File: src/rtl/vmc_pkg.sv
package vmc_pkg;

    typedef enum logic {
        FMT_NTSC = 1'b0,
        FMT_PAL  = 1'b1
    } fmt_e;

    typedef struct packed {
        logic strobe;
        logic flag;
    } evt_st_t;

endpackage

File: src/rtl/vmc_limits.sv
module vmc_limits
    import vmc_pkg::*;
#(
    parameter int CNT_W      = 10,
    parameter int NTSC_FIELD = 525,
    parameter int PAL_FIELD  = 625,
    parameter int NTSC_MASK  = 446,
    parameter int PAL_MASK   = 450
) (
    input  logic             fmt_pal_i,
    output logic [CNT_W-1:0] field_last_o,
    output logic [CNT_W-1:0] mask_end_o
);
    localparam logic [CNT_W-1:0] NTSC_LAST = CNT_W'(NTSC_FIELD - 1);
    localparam logic [CNT_W-1:0] PAL_LAST  = CNT_W'(PAL_FIELD - 1);
    localparam logic [CNT_W-1:0] NTSC_MEND = CNT_W'(NTSC_MASK);
    localparam logic [CNT_W-1:0] PAL_MEND  = CNT_W'(PAL_MASK);

    fmt_e fmt;

    always_comb begin
        fmt = fmt_e'(fmt_pal_i);
        case (fmt)
            FMT_PAL: begin
                field_last_o = PAL_LAST;
                mask_end_o   = PAL_MEND;
            end
            default: begin
                field_last_o = NTSC_LAST;
                mask_end_o   = NTSC_MEND;
            end
        endcase
    end
endmodule

File: src/rtl/vmc_counter.sv
module vmc_counter #(
    parameter int CNT_W = 10
) (
    input  logic             clk,
    input  logic             rst_n,
    input  logic             vpulse_i,
    input  logic             tick_i,
    input  logic             comp_en_i,
    input  logic [CNT_W-1:0] field_last_i,
    input  logic [CNT_W-1:0] mask_end_i,
    output logic             fire_o,
    output logic [CNT_W-1:0] count_o
);
    localparam logic [CNT_W-1:0] CNT_MAX = {CNT_W{1'b1}};

    typedef struct packed {
        logic [CNT_W-1:0] cnt;
        logic             masked;
    } cnt_st_t;

    cnt_st_t st_d, st_q;
    logic    accept, reload;

    always_comb begin
        accept = vpulse_i && !st_q.masked;
        reload = !accept && tick_i && comp_en_i && (st_q.cnt == field_last_i);
        st_d   = st_q;
        fire_o = 1'b0;
        if (accept || reload) begin
            st_d.cnt    = '0;
            st_d.masked = 1'b1;
            fire_o      = 1'b1;
        end else begin
            if (tick_i && (st_q.cnt != CNT_MAX)) begin
                st_d.cnt = st_q.cnt + 1'b1;
            end
            if (st_q.masked && (st_d.cnt >= mask_end_i)) begin
                st_d.masked = 1'b0;
            end
        end
    end

    always_ff @(posedge clk) begin
        if (!rst_n) begin
            st_q <= '0;
        end else begin
            st_q <= st_d;
        end
    end

    assign count_o = st_q.cnt;
endmodule

File: src/rtl/vmc_event.sv
module vmc_event
    import vmc_pkg::*;
(
    input  logic clk,
    input  logic rst_n,
    input  logic fire_i,
    input  logic clr_i,
    output logic strobe_o,
    output logic flag_o
);
    evt_st_t ev_d, ev_q;

    always_comb begin
        ev_d.strobe = fire_i;
        if (fire_i) begin
            ev_d.flag = 1'b1;
        end else if (clr_i) begin
            ev_d.flag = 1'b0;
        end else begin
            ev_d.flag = ev_q.flag;
        end
    end

    always_ff @(posedge clk) begin
        if (!rst_n) begin
            ev_q <= '0;
        end else begin
            ev_q <= ev_d;
        end
    end

    assign strobe_o = ev_q.strobe;
    assign flag_o   = ev_q.flag;
endmodule

File: src/rtl/vsync_mask_complement.sv
module vsync_mask_complement #(
    parameter int CNT_W      = 10,
    parameter int NTSC_FIELD = 525,
    parameter int PAL_FIELD  = 625,
    parameter int NTSC_MASK  = 446,
    parameter int PAL_MASK   = 450
) (
    input  logic             clk,
    input  logic             rst_n,
    input  logic             vpulse_i,
    input  logic             tick2h_i,
    input  logic             fmt_pal_i,
    input  logic             comp_en_i,
    input  logic             irq_clr_i,
    output logic             vstrobe_o,
    output logic             irq_flag_o,
    output logic [CNT_W-1:0] count_o
);
    logic [CNT_W-1:0] field_last;
    logic [CNT_W-1:0] mask_end;
    logic             fire;

    vmc_limits #(
        .CNT_W      (CNT_W),
        .NTSC_FIELD (NTSC_FIELD),
        .PAL_FIELD  (PAL_FIELD),
        .NTSC_MASK  (NTSC_MASK),
        .PAL_MASK   (PAL_MASK)
    ) u_limits (
        .fmt_pal_i    (fmt_pal_i),
        .field_last_o (field_last),
        .mask_end_o   (mask_end)
    );

    vmc_counter #(
        .CNT_W (CNT_W)
    ) u_counter (
        .clk          (clk),
        .rst_n        (rst_n),
        .vpulse_i     (vpulse_i),
        .tick_i       (tick2h_i),
        .comp_en_i    (comp_en_i),
        .field_last_i (field_last),
        .mask_end_i   (mask_end),
        .fire_o       (fire),
        .count_o      (count_o)
    );

    vmc_event u_event (
        .clk      (clk),
        .rst_n    (rst_n),
        .fire_i   (fire),
        .clr_i    (irq_clr_i),
        .strobe_o (vstrobe_o),
        .flag_o   (irq_flag_o)
    );
endmodule

File: config.mk
export PLATFORM = sky130hd
export DESIGN_NAME = vsync_mask_complement
export DESIGN_NICKNAME = d
export VERILOG_FILES = /design/src/rtl/vmc_pkg.sv /design/src/rtl/vmc_limits.sv /design/src/rtl/vmc_counter.sv /design/src/rtl/vmc_event.sv /design/src/rtl/vsync_mask_complement.sv
export SDC_FILE = /design/constraint.sdc
export NUM_CORES = 1
export LEC_CHECK = 0
export ABC_AREA = 1
export BUFFER_PORTS_ARGS = -buffer_cell sky130_fd_sc_hd__buf_2
export CAP_MARGIN = 40
export CELL_PAD_IN_SITES_DETAIL_PLACEMENT = 1
export CELL_PAD_IN_SITES_GLOBAL_PLACEMENT = 2
export CORE_MARGIN = 2
export CORE_UTILIZATION = 32
export CTS_BUF_LIST = sky130_fd_sc_hd__clkbuf_4 sky130_fd_sc_hd__clkbuf_8
export DETAILED_ROUTE_END_ITERATION = 10
export GPL_ROUTABILITY_DRIVEN = 0
export GPL_TIMING_DRIVEN = 0
export PLACE_DENSITY = 0.88
export SLEW_MARGIN = 20
export SYNTH_ARGS = -nofsm -noshare
export SYNTH_HDL_FRONTEND = slang
export SYNTH_HIERARCHICAL = 1
export SYNTH_SLANG_ARGS = --single-unit
File: constraint.sdc
create_clock -name clk -period 2.7 [get_ports clk]
set_input_delay 0.54 -clock clk [delete_from_list [all_inputs] [get_ports clk]]
set_output_delay 0.54 -clock clk [all_outputs]
set_load 0.1 [all_outputs]
==> flow_summary.toml <==
[critical_path]
rr_worst_depth = 19
criticalPathCategory = "reg2reg"
worstPathArrival_ps = 2550
reg2reg_from = "u_counter/count_o[0]"
worstPathRequired_ps = 2860
worstReg2RegEnd = "u_counter/st_q[0]"
slowest_delay_ps = 430
cp_max_fo = 10
cpMaxStageDelayCell = "dfxtp_4"
path_common_cell = "nand2_1"
worst_setup_path_start_kind = "register"
rrSetupSlack_ps = 310
end_kind = "register"
critical_path.cell_chain = "ha_1 > nand2_1 > nor2_4 > nand3b_4 > nand2_4 > buf_12 > nand2_1 > o21ai_2 > inv_1 > ha_1 > nand2_1 > nor2_1 > nand2_1 > nand2_1 > nand2_1 > nand2_1 > nand3_1 > nand2_1 > inv_1"

[power]
p_leak_nw = 1.07
power_density_nw_per_um2 = 371
ir_worst_vdd_mv = 0.148

[layout]
drive_above_1_share_pct = 26.4
area_growth_pct = 16.4
antenna_cells = 0
nNetsFinal = 280
final_area_um2 = 1720

[hold_path]
min_to = "u_event/flag_o"
min_from = "u_event/flag_o"
hold_class = "reg2reg"
whs_path_depth = 2

[synth]
synth_top_family_by_area = "simple AND/OR/NAND/NOR gates"
muxShareOfSynthArea_pct = 0
synthArstFlopShare_pct = 0
yosysUniqueCellTypes = 26
ys_seq_area_share_pct = 17.6
synth-simple-area-share_pct = 35.7
synth_xor_area_share_pct = 6.59
ys.flop_type = "dfxtp_1"
synthAdderAreaFrac_pct = 9.30
ys_ff_latch = 13
synth_compound_area_share_pct = 1.86
synth-edff-count = 0
ys_warn_count = 6
synth_area_per_cell_um2 = 6.41
synth_area_um2 = 1480
synth_cells = 231

[clocking]
cts_buffers = 3
worstSkewPairLatency_ps = 250
tritoncts = "yes"
post_cts_buffers = 0
ctsHtreeMaxLevel = 1
cts_root_buffer = "clkbuf_8"
clk_pin_slew_worst_paths_ps = 60
cts.sinks = 13
cts_max_path_buffers = 2

[sta]
whs_ps = 469
fin_crit_ps = 2390
fin_crit_sh_pct = 88.6
slew_violations = 0
fmax_mhz = 418
grt_setup_unrepaired = "no"
fin_skew_ps = 2.18
finalSetupViolCount = 0
finalHoldViolations = 0

[route]
first_pass_iters = 4
drt_iter0_markers = 34
post_drt_via_cell_ratio = 4.15
wire_per_inst_um = 9.55
vias = 1298
antenna_left = 0
wl_um = 2990
drc = 0

[floorplan]
dieArea_um2 = 5190
core_um2 = 4410
pin_count = 19
die_x_um = 72.0
fp.dieH_um = 72.0
row_count = 24
initial_utilization_pct = 33.5

[placement]
io_buffers = 18
dp_hpwl_um = 2520
place_area_um2 = 1670

[global_routing]
grt_first_pass_wirelength_um = 5340
grt_pass1_vias = 1252
antenna_found_initial = 0
grt_overflow = 0
grt_max_degree = 11
grtUsageTotal_pct = 13.0

[run_status]
outcome = "complete, no violations"

[flow_run]
drv_cap = 0
[worst max-delay path, delay by kind of cell (launching register included)]
kind	cells	cell delay (ps)
AND/OR/NAND/NOR	13	1040
flip-flops	1	430
adder cells (fa/ha/maj)	2	530
buffers and inverters	3	230
AO/OA/AOI/OAI	1	70
[how the worst max path moves through the flow]
stage / startpoint / to / slack, ps / depth (start not counted)
after detailed placement: u_counter/count_o[0] / u_counter/st_q[0] / -20 / 19
after global routing: u_counter/count_o[1] / u_counter/st_q[0] / 30 / 19
after floorplan: u_counter/count_o[0] / u_counter/st_q[0] / 360 / 19
after global placement: u_counter/count_o[0] / u_counter/st_q[0] / -20 / 19
after CTS: u_counter/count_o[0] / u_counter/st_q[0] / 140 / 19
final: u_counter/count_o[0] / u_counter/st_q[0] / 310 / 19
[stage by stage]
stage | power (mW) | worst slack (ps) | instances | util [%] | TNS (ps)
6_report | 0.639 | 307 | 313 | 39.0 | 0
5_1_grt | 0.679 | 29.2 | 313 | 39.0 | 0
4_1_cts | 0.647 | 139 | 313 | 38.9 | 0
3_5_place_dp | 0.446 | -16.5 | 309 | 37.7 | -16.5
3_3_place_gp | 0.443 | -16.0 | 309 | 37.7 | -16.0
2_1_floorplan | 0.406 | 356 | 239 | - | 0
[state kept, by name, summed over array words and instances, names as in the netlist]
register and cells:
u_counter/count_o 10, u_counter/st_q 1, u_event/flag_o 1, u_event/strobe_o 1
[timing repair]
action	in CTS	in global routing
gates resized for setup	1	2
endpoints found under the setup margin	1	1
hold buffers	0	0
[per-layer routing]
metal	share of wire, %	wire, µm	global-route usage [%]
met3	3.0	91	1.81
met1	51	1540	16.9
met4	0.90	27	4.40
met2	45	1330	22.0
met5	0	0	0
[layout by cell type, fill, tap and decap left out, drive strengths merged]
cell	netlist	layout
a21oi	2	2
buf	31	49
clkbuf	0	4
conb	2	10
dfxtp	13	13
ha	11	11
inv	47	47
nand2	72	72
nand3	8	8
nand3b	1	1
nand4	5	5
nor2	22	22
nor3	3	3
nor3b	1	1
o21ai	2	2
or2	2	2
xnor2	4	4
xor2	5	5
[cell usage after synthesis, drive strengths merged (3+ instances only)]
master / count / share of area [%]
nand2: 72 / 19
inv: 47 / 12
buf: 31 / 17
nor2: 22 / 6.1
dfxtp: 13 / 18
ha: 11 / 9.3
nand3: 8 / 3.9
nand4: 5 / 2.1
xor2: 5 / 4.2
xnor2: 4 / 2.4
nor3: 3 / 1.8
[where the power goes]
group | internal [mW] | switching, mW | total (mW) | leakage, nW
Clock | 0.115 | 0.0838 | 0.199 | 0.0262
Combinational | 0.0797 | 0.146 | 0.226 | 0.933
Sequential | 0.202 | 0.0123 | 0.214 | 0.107
[cell families (layout without fill, tap and decap cells)]
kind of cell,after synthesis,count (layout)
buf+inv,78,100
fa+ha+maj,11,11
xor+xnor,9,9
flops,13,13
other cells,2,10
compound gates,4,4
simple gates,114,114
[cell type report]
type	count	area, µm²
sequential	13	264
inverter	47	176
tap	52	65.1
fill	600	2690
clock buffer	4	48.8
buffer	31	245
multi-input combinational	148	833
timing repair buffer	18	90.1
Power figures use the tool's default switching activity.
